**config.mk**
```make
export PLATFORM = sky130hd
export DESIGN_NAME = nxpc_unit
export DESIGN_NICKNAME = d
export VERILOG_FILES = /design/src/rtl/nxpc_pkg.sv /design/src/rtl/nxpc_decode.sv /design/src/rtl/nxpc_cond.sv /design/src/rtl/nxpc_target.sv /design/src/rtl/nxpc_unit.sv
export SDC_FILE = /design/constraint.sdc
export NUM_CORES = 1
export LEC_CHECK = 0
export CORE_ASPECT_RATIO = 0.6
export CORE_MARGIN = 2
export CORE_UTILIZATION = 46
export CTS_BUF_LIST = sky130_fd_sc_hd__clkbuf_8
export CTS_CLUSTER_SIZE = 40
export DETAILED_ROUTE_END_ITERATION = 12
export PLACE_DENSITY_LB_ADDON = 0.3
export SLEW_MARGIN = 20
export SYNTH_ARGS = -nofsm -noshare
export SYNTH_HDL_FRONTEND = slang
export SYNTH_SLANG_ARGS = --single-unit
```
**constraint.sdc**
```tcl
create_clock -name clk -period 5.3 [get_ports clk]
set_input_delay 1.06 -clock clk [delete_from_list [all_inputs] [get_ports clk]]
set_output_delay 1.06 -clock clk [all_outputs]
set_load 0.02 [all_outputs]
```
**src/rtl/nxpc_pkg.sv**
```systemverilog
package nxpc_pkg;

    localparam int XW     = 32;
    localparam int RIDX_W = 5;
    localparam int OP_W   = 6;
    localparam int IMM_W  = 16;
    localparam int TGT_W  = 26;
    localparam int SEG_W  = XW - TGT_W - 2;

    // Opcode and sub-field codes that the fetch stage depends on
    localparam logic [OP_W-1:0]   OPC_SPECIAL = 6'd0;
    localparam logic [OP_W-1:0]   OPC_REGIMM  = 6'd1;
    localparam logic [OP_W-1:0]   OPC_JMP     = 6'd2;
    localparam logic [OP_W-1:0]   OPC_CALL    = 6'd3;
    localparam logic [OP_W-1:0]   OPC_EQ      = 6'd4;
    localparam logic [OP_W-1:0]   OPC_NE      = 6'd5;
    localparam logic [OP_W-1:0]   OPC_LEZ     = 6'd6;
    localparam logic [OP_W-1:0]   OPC_GTZ     = 6'd7;
    localparam logic [5:0]        FN_REGJMP   = 6'd8;
    localparam logic [RIDX_W-1:0] RI_LTZ      = 5'd0;
    localparam logic [RIDX_W-1:0] RI_GEZ      = 5'd1;
    localparam logic [RIDX_W-1:0] RI_LTZ_LNK  = 5'd16;
    localparam logic [RIDX_W-1:0] RI_GEZ_LNK  = 5'd17;

    typedef enum logic [3:0] {
        K_SEQ,
        K_EQ,
        K_NE,
        K_LEZ,
        K_GTZ,
        K_LTZ,
        K_GEZ,
        K_JABS,
        K_JREG
    } flow_kind_e;

    typedef struct packed {
        flow_kind_e        kind;
        logic              link;
        logic [IMM_W-1:0]  imm;
        logic [TGT_W-1:0]  tgt;
    } flow_dec_t;

    function automatic logic [XW-1:0] word_offset(input logic [IMM_W-1:0] imm);
        return {{(XW-IMM_W-2){imm[IMM_W-1]}}, imm, 2'b00};
    endfunction

    function automatic logic [XW-1:0] seg_target(input logic [XW-1:0] pc4,
                                                 input logic [TGT_W-1:0] tgt);
        return {pc4[XW-1 -: SEG_W], tgt, 2'b00};
    endfunction

    function automatic logic is_branch(input flow_kind_e k);
        return (k == K_EQ) || (k == K_NE) || (k == K_LEZ) ||
               (k == K_GTZ) || (k == K_LTZ) || (k == K_GEZ);
    endfunction

endpackage

```
**src/rtl/nxpc_decode.sv**
```systemverilog
module nxpc_decode
    import nxpc_pkg::*;
(
    input  logic [XW-1:0] instr,
    output flow_dec_t     dec
);
    logic [OP_W-1:0]   opc;
    logic [RIDX_W-1:0] rt_fld;
    logic [5:0]        funct;

    assign opc    = instr[XW-1 -: OP_W];
    assign rt_fld = instr[20:16];
    assign funct  = instr[5:0];

    always_comb begin
        dec.kind = K_SEQ;
        dec.link = 1'b0;
        dec.imm  = instr[IMM_W-1:0];
        dec.tgt  = instr[TGT_W-1:0];
        unique case (opc)
            OPC_SPECIAL: if (funct == FN_REGJMP) dec.kind = K_JREG;
            OPC_REGIMM: begin
                unique case (rt_fld)
                    RI_LTZ:     dec.kind = K_LTZ;
                    RI_GEZ:     dec.kind = K_GEZ;
                    RI_LTZ_LNK: begin dec.kind = K_LTZ; dec.link = 1'b1; end
                    RI_GEZ_LNK: begin dec.kind = K_GEZ; dec.link = 1'b1; end
                    default:    dec.kind = K_SEQ;
                endcase
            end
            OPC_JMP:  dec.kind = K_JABS;
            OPC_CALL: begin dec.kind = K_JABS; dec.link = 1'b1; end
            OPC_EQ:   dec.kind = K_EQ;
            OPC_NE:   dec.kind = K_NE;
            OPC_LEZ:  dec.kind = K_LEZ;
            OPC_GTZ:  dec.kind = K_GTZ;
            default:  dec.kind = K_SEQ;
        endcase
    end
endmodule

```
**src/rtl/nxpc_cond.sv**
```systemverilog
module nxpc_cond
    import nxpc_pkg::*;
(
    input  flow_kind_e    kind,
    input  logic [XW-1:0] rs_val,
    input  logic [XW-1:0] rt_val,
    output logic          taken
);
    logic same;
    logic neg;
    logic zero;

    assign same = (rs_val == rt_val);
    assign neg  = rs_val[XW-1];
    assign zero = (rs_val == '0);

    always_comb begin
        unique case (kind)
            K_EQ:    taken = same;
            K_NE:    taken = !same;
            K_LEZ:   taken = neg || zero;
            K_GTZ:   taken = !neg && !zero;
            K_LTZ:   taken = neg;
            K_GEZ:   taken = !neg;
            K_JABS,
            K_JREG:  taken = 1'b1;
            default: taken = 1'b0;
        endcase
    end
endmodule

```
**src/rtl/nxpc_target.sv**
```systemverilog
module nxpc_target
    import nxpc_pkg::*;
(
    input  logic [XW-1:0] pc,
    input  flow_dec_t     dec,
    input  logic [XW-1:0] rs_val,
    input  logic          taken,
    output logic [XW-1:0] next_pc,
    output logic [XW-1:0] ret_addr
);
    logic [XW-1:0] pc4;
    logic [XW-1:0] rel_tgt;
    logic [XW-1:0] abs_tgt;

    assign pc4      = pc + XW'(4);
    assign rel_tgt  = pc4 + word_offset(dec.imm);
    assign abs_tgt  = seg_target(pc4, dec.tgt);
    assign ret_addr = pc4;

    always_comb begin
        next_pc = pc4;
        if (taken) begin
            if (dec.kind == K_JREG)      next_pc = rs_val;
            else if (dec.kind == K_JABS) next_pc = abs_tgt;
            else if (is_branch(dec.kind)) next_pc = rel_tgt;
        end
    end
endmodule

```
**src/rtl/nxpc_unit.sv**
```systemverilog
module nxpc_unit
    import nxpc_pkg::*;
#(
    parameter logic [31:0] RESET_PC = 32'h0000_1000,
    parameter logic [4:0]  LINK_IDX = 5'd31
) (
    input  logic        clk,
    input  logic        rst,
    input  logic [31:0] pc_i,
    input  logic [31:0] instr_i,
    input  logic [31:0] rs_val_i,
    input  logic [31:0] rt_val_i,
    output logic [31:0] next_pc_o,
    output logic        link_en_o,
    output logic [4:0]  link_idx_o,
    output logic [31:0] link_val_o
);
    flow_dec_t     dec;
    logic          taken;
    logic [XW-1:0] npc_d;
    logic [XW-1:0] ret_d;

    nxpc_decode u_decode (
        .instr (instr_i),
        .dec   (dec)
    );

    nxpc_cond u_cond (
        .kind   (dec.kind),
        .rs_val (rs_val_i),
        .rt_val (rt_val_i),
        .taken  (taken)
    );

    nxpc_target u_target (
        .pc       (pc_i),
        .dec      (dec),
        .rs_val   (rs_val_i),
        .taken    (taken),
        .next_pc  (npc_d),
        .ret_addr (ret_d)
    );

    always_ff @(posedge clk) begin
        if (rst) begin
            next_pc_o  <= RESET_PC;
            link_en_o  <= 1'b0;
            link_idx_o <= '0;
            link_val_o <= '0;
        end else begin
            next_pc_o  <= npc_d;
            link_en_o  <= dec.link;
            link_idx_o <= dec.link ? LINK_IDX : '0;
            link_val_o <= dec.link ? ret_d : '0;
        end
    end
endmodule

```
==> results.py, run 1 <==
metrics = {
    "run_status": {
        "run_status": "finished clean",
    },
    "clock_network": {
        "cts_resized": 0,
        "cts_buffer_depth": 2,
        "cts-htree-levels": 3,
        "root_buffer": "clkbuf_8",
        "cts_buffers": 9,
        "clk_pin_slew_ps": 80,
        "tritoncts": "yes",
        "post_cts_buffers": 0,
        "cts_sinks": 65,
        "cts_hold_buf": 0,
    },
    "grt": {
        "grt_max_degree": 35,
        "grt.total_usage_pct": 38.7,
        "grt-ovfl-total": 0,
        "grt_pass1_wl_mm": 35.0,
        "grt_pass1_vias": 6003,
        "grt_antenna_before_repair": 0,
    },
    "floorplan": {
        "start_util_pct": 46.7,
        "pin_count": 200,
        "die_width_um": 142,
        "die-area_um2": 12200,
        "die_y_um": 86.5,
        "core_um2": 11200,
        "rows": 30,
    },
    "yosys": {
        "yosys_most_used_dff": "dfxtp_1",
        "synthTopCellsByArea": "dfxtp_1, xnor2_1, ha_1",
        "yosys.area.top_type": "dfxtp_1",
        "ys_warn_count": 0,
        "synth_commonest_cells": "dfxtp_1, xnor2_1, nor2_1",
        "syn_area_um2": 5220,
        "ys_ff_latch": 65,
        "synth.avg_cell_area_um2": 8.00,
        "async_flop_share_pct": 0,
        "netlist_instances": 652,
        "ys_types": 66,
        "synth-edff-count": 0,
        "yosysMostFrequentCell": "dfxtp_1",
        "yosysSeqAreaShare_pct": 24.9,
        "synth.top_cell.area_share_pct": 24.9,
        "synth_nets": 813,
    },
    "drt": {
        "avgViaCountPerCell": 6.19,
        "wl_per_cell_um": 23.5,
        "route.detailed.drc": 0,
        "drt-total-wl_mm": 23.8,
        "drtIter0Drc": 830,
        "drtPass1Iterations": 6,
        "ant_nets": 0,
        "dr_total_vias": 6267,
    },
    "power": {
        "seqPwrFrac_pct": 31.0,
        "switchingPower_uw": 556,
        "p_comb_share_pct": 35.9,
        "leakagePower_nw": 3.04,
        "intPower_mw": 1.10,
        "p_sw_share_pct": 33.6,
        "peakVddDrop_mv": 0.163,
        "clockPowerShare_pct": 33.2,
        "p_per_area_nw_per_um2": 215,
        "fin_total_pwr_mw": 1.66,
    },
    "finish": {
        "stdcell_count": 1013,
        "areaGrowthSynthToFinish_pct": 48.0,
        "fin_nets": 1025,
        "layout-drive-gt1-share_pct": 8.29,
    },
    "sta": {
        "final-max-slew-violation-count": 0,
        "max_freq_mhz": 199,
        "finalCritPeriodShare_pct": 94.9,
        "relSlewSlack_pct": 31.8,
        "tightest_slew_ps": 1020,
        "timing.hold.ws_ps": 1290,
        "fin_ws_ps": 269,
        "finalCriticalPeriod_ps": 5030,
        "fin_setup_tns_ps": 0,
        "setup_violations": 0,
        "rsz0062_at_grt": "false",
        "hold_viol": 0,
    },
    "placement": {
        "portBuffers": 199,
        "dp_hpwl_mm": 18.9,
        "globalplace.congestion": 1.06,
        "place_ws_ps": 11.6,
        "dp.cells": 997,
    },
    "critical_path": {
        "crit_fanout": 7,
        "end_kind": "flip-flop",
        "cp.required_ps": 5570,
        "worstSetupEndpoint": "next_pc_o[30]",
        "worstSetupPathType": "in -> reg",
        "arrival_ps": 5300,
        "crit_path_start_kind": "primary input",
        "crit_start": "pc_i[5]",
    },
    "job": {
        "cap_violations": 0,
    },
    "worst_hold_path": {
        "hp-class": "in -> reg",
    },
}
## area by class of cell
class / instances / area [um2]
Antenna cell: 1 / 2.50
Sequential cell: 65 / 1300
Timing Repair Buffer: 238 / 2280
Fill cell: 930 / 3460
Clock inverter: 6 / 116
Inverter: 29 / 109
Multi-Input combinational cell: 521 / 3610
Tap cell: 144 / 180
Clock buffer: 9 / 124
## critical path, cell delays in order
cell             delay (ps)
clkdlybuf4s50_1         530
and4_1                  250
nand4_1                 190
or3_1                   430
nor2_1                  180
nand3_1                 120
xnor2_1                 200
ha_1                    440
nand4_1                 130
or3_1                   380
o21ai_1                 220
o21ai_1                 140
o21bai_1                420
a211o_1                 190
a21oi_1                  50
o41ai_1                 340
## metal layers
| metal | share of wire [%] | wire length (um) | global-route usage [%] |
|---|---|---|---|
| met5 | 0 | 0 | 0 |
| met4 | 1.9 | 447 | 8.82 |
| met3 | 14 | 3430 | 14.4 |
| met2 | 38 | 9060 | 51.7 |
| met1 | 46 | 10800 | 57.9 |
## sequential cells by signal, summed over array words and instances, names as in the netlist
register and count:
link_idx_o 1, link_val_o 32, next_pc_o 32
## kinds of logic after synthesis
| kind of cell | count (synthesis) | synth area share (%) |
|---|---|---|
| AO/OA/AOI/OAI | 174 | 24.7 |
| XOR/XNOR | 83 | 13.9 |
| adder cells (fa/ha/maj) | 31 | 7.58 |
| buffers and inverters | 66 | 6.40 |
| flip-flops | 65 | 24.9 |
| multiplexers | 1 | 0.216 |
| AND/OR/NAND/NOR | 232 | 22.2 |
## cell usage in the layout, fill, tap and decap left out, drive strengths merged, types with 7 or more instances in the layout
master         synthesis  routed
o21ai                 15      15
o22ai                 11      11
a21o                  15      15
dfxtp                 65      65
nor2                  59      59
ha                    30      30
a21oi                 52      52
nand2                 56      56
a221oi                12      12
nor4                  13      13
clkbuf                19       9
nor3                  10      10
nand4                 19      19
xnor2                 63      63
buf                   18      39
and3                  11      11
clkdlybuf4s50          0     199
and2                  20      20
xor2                  20      20
a211oi                 7       7
inv                   29      30
nand3                 20      20
## power groups by stage
stage / Clock (mW) / Combinational [mW] / Sequential, mW
2_1_floorplan: 0 / 0.270 / 0.549
3_3_place_gp: 0 / 0.564 / 0.524
3_5_place_dp: 0 / 0.570 / 0.524
4_1_cts: 0.550 / 0.575 / 0.513
5_1_grt: 0.570 / 0.627 / 0.515
6_report: 0.549 / 0.594 / 0.513
## worst min path at each step
stage          startpoint  cells after the start  slack (ps)       endpoint
2_1_floorplan     pc_i[2]                      1        1130  link_val_o[2]
3_3_place_gp      pc_i[0]                      2        1670  link_val_o[0]
3_5_place_dp      pc_i[0]                      2        1680  link_val_o[0]
4_1_cts           pc_i[0]                      2        1280  link_val_o[0]
5_1_grt           pc_i[0]                      2        1310  link_val_o[0]
6_report          pc_i[0]                      2        1290  link_val_o[0]
## through the flow
step,utilization [%],instance area [um2]
2_1_floorplan,-,5220
3_3_place_gp,66.9,7480
3_5_place_dp,66.9,7480
4_1_cts,69.0,7720
5_1_grt,69.0,7720
6_report,69.0,7720
(Power assumes the default switching activity.)
==> run 2, diff against run 1 <==
HOLD_SLACK_MARGIN = 0.15   (was not set)
==> results of run 2 <==
The final DEF is identical to that of run 1; final timing and power are the same.
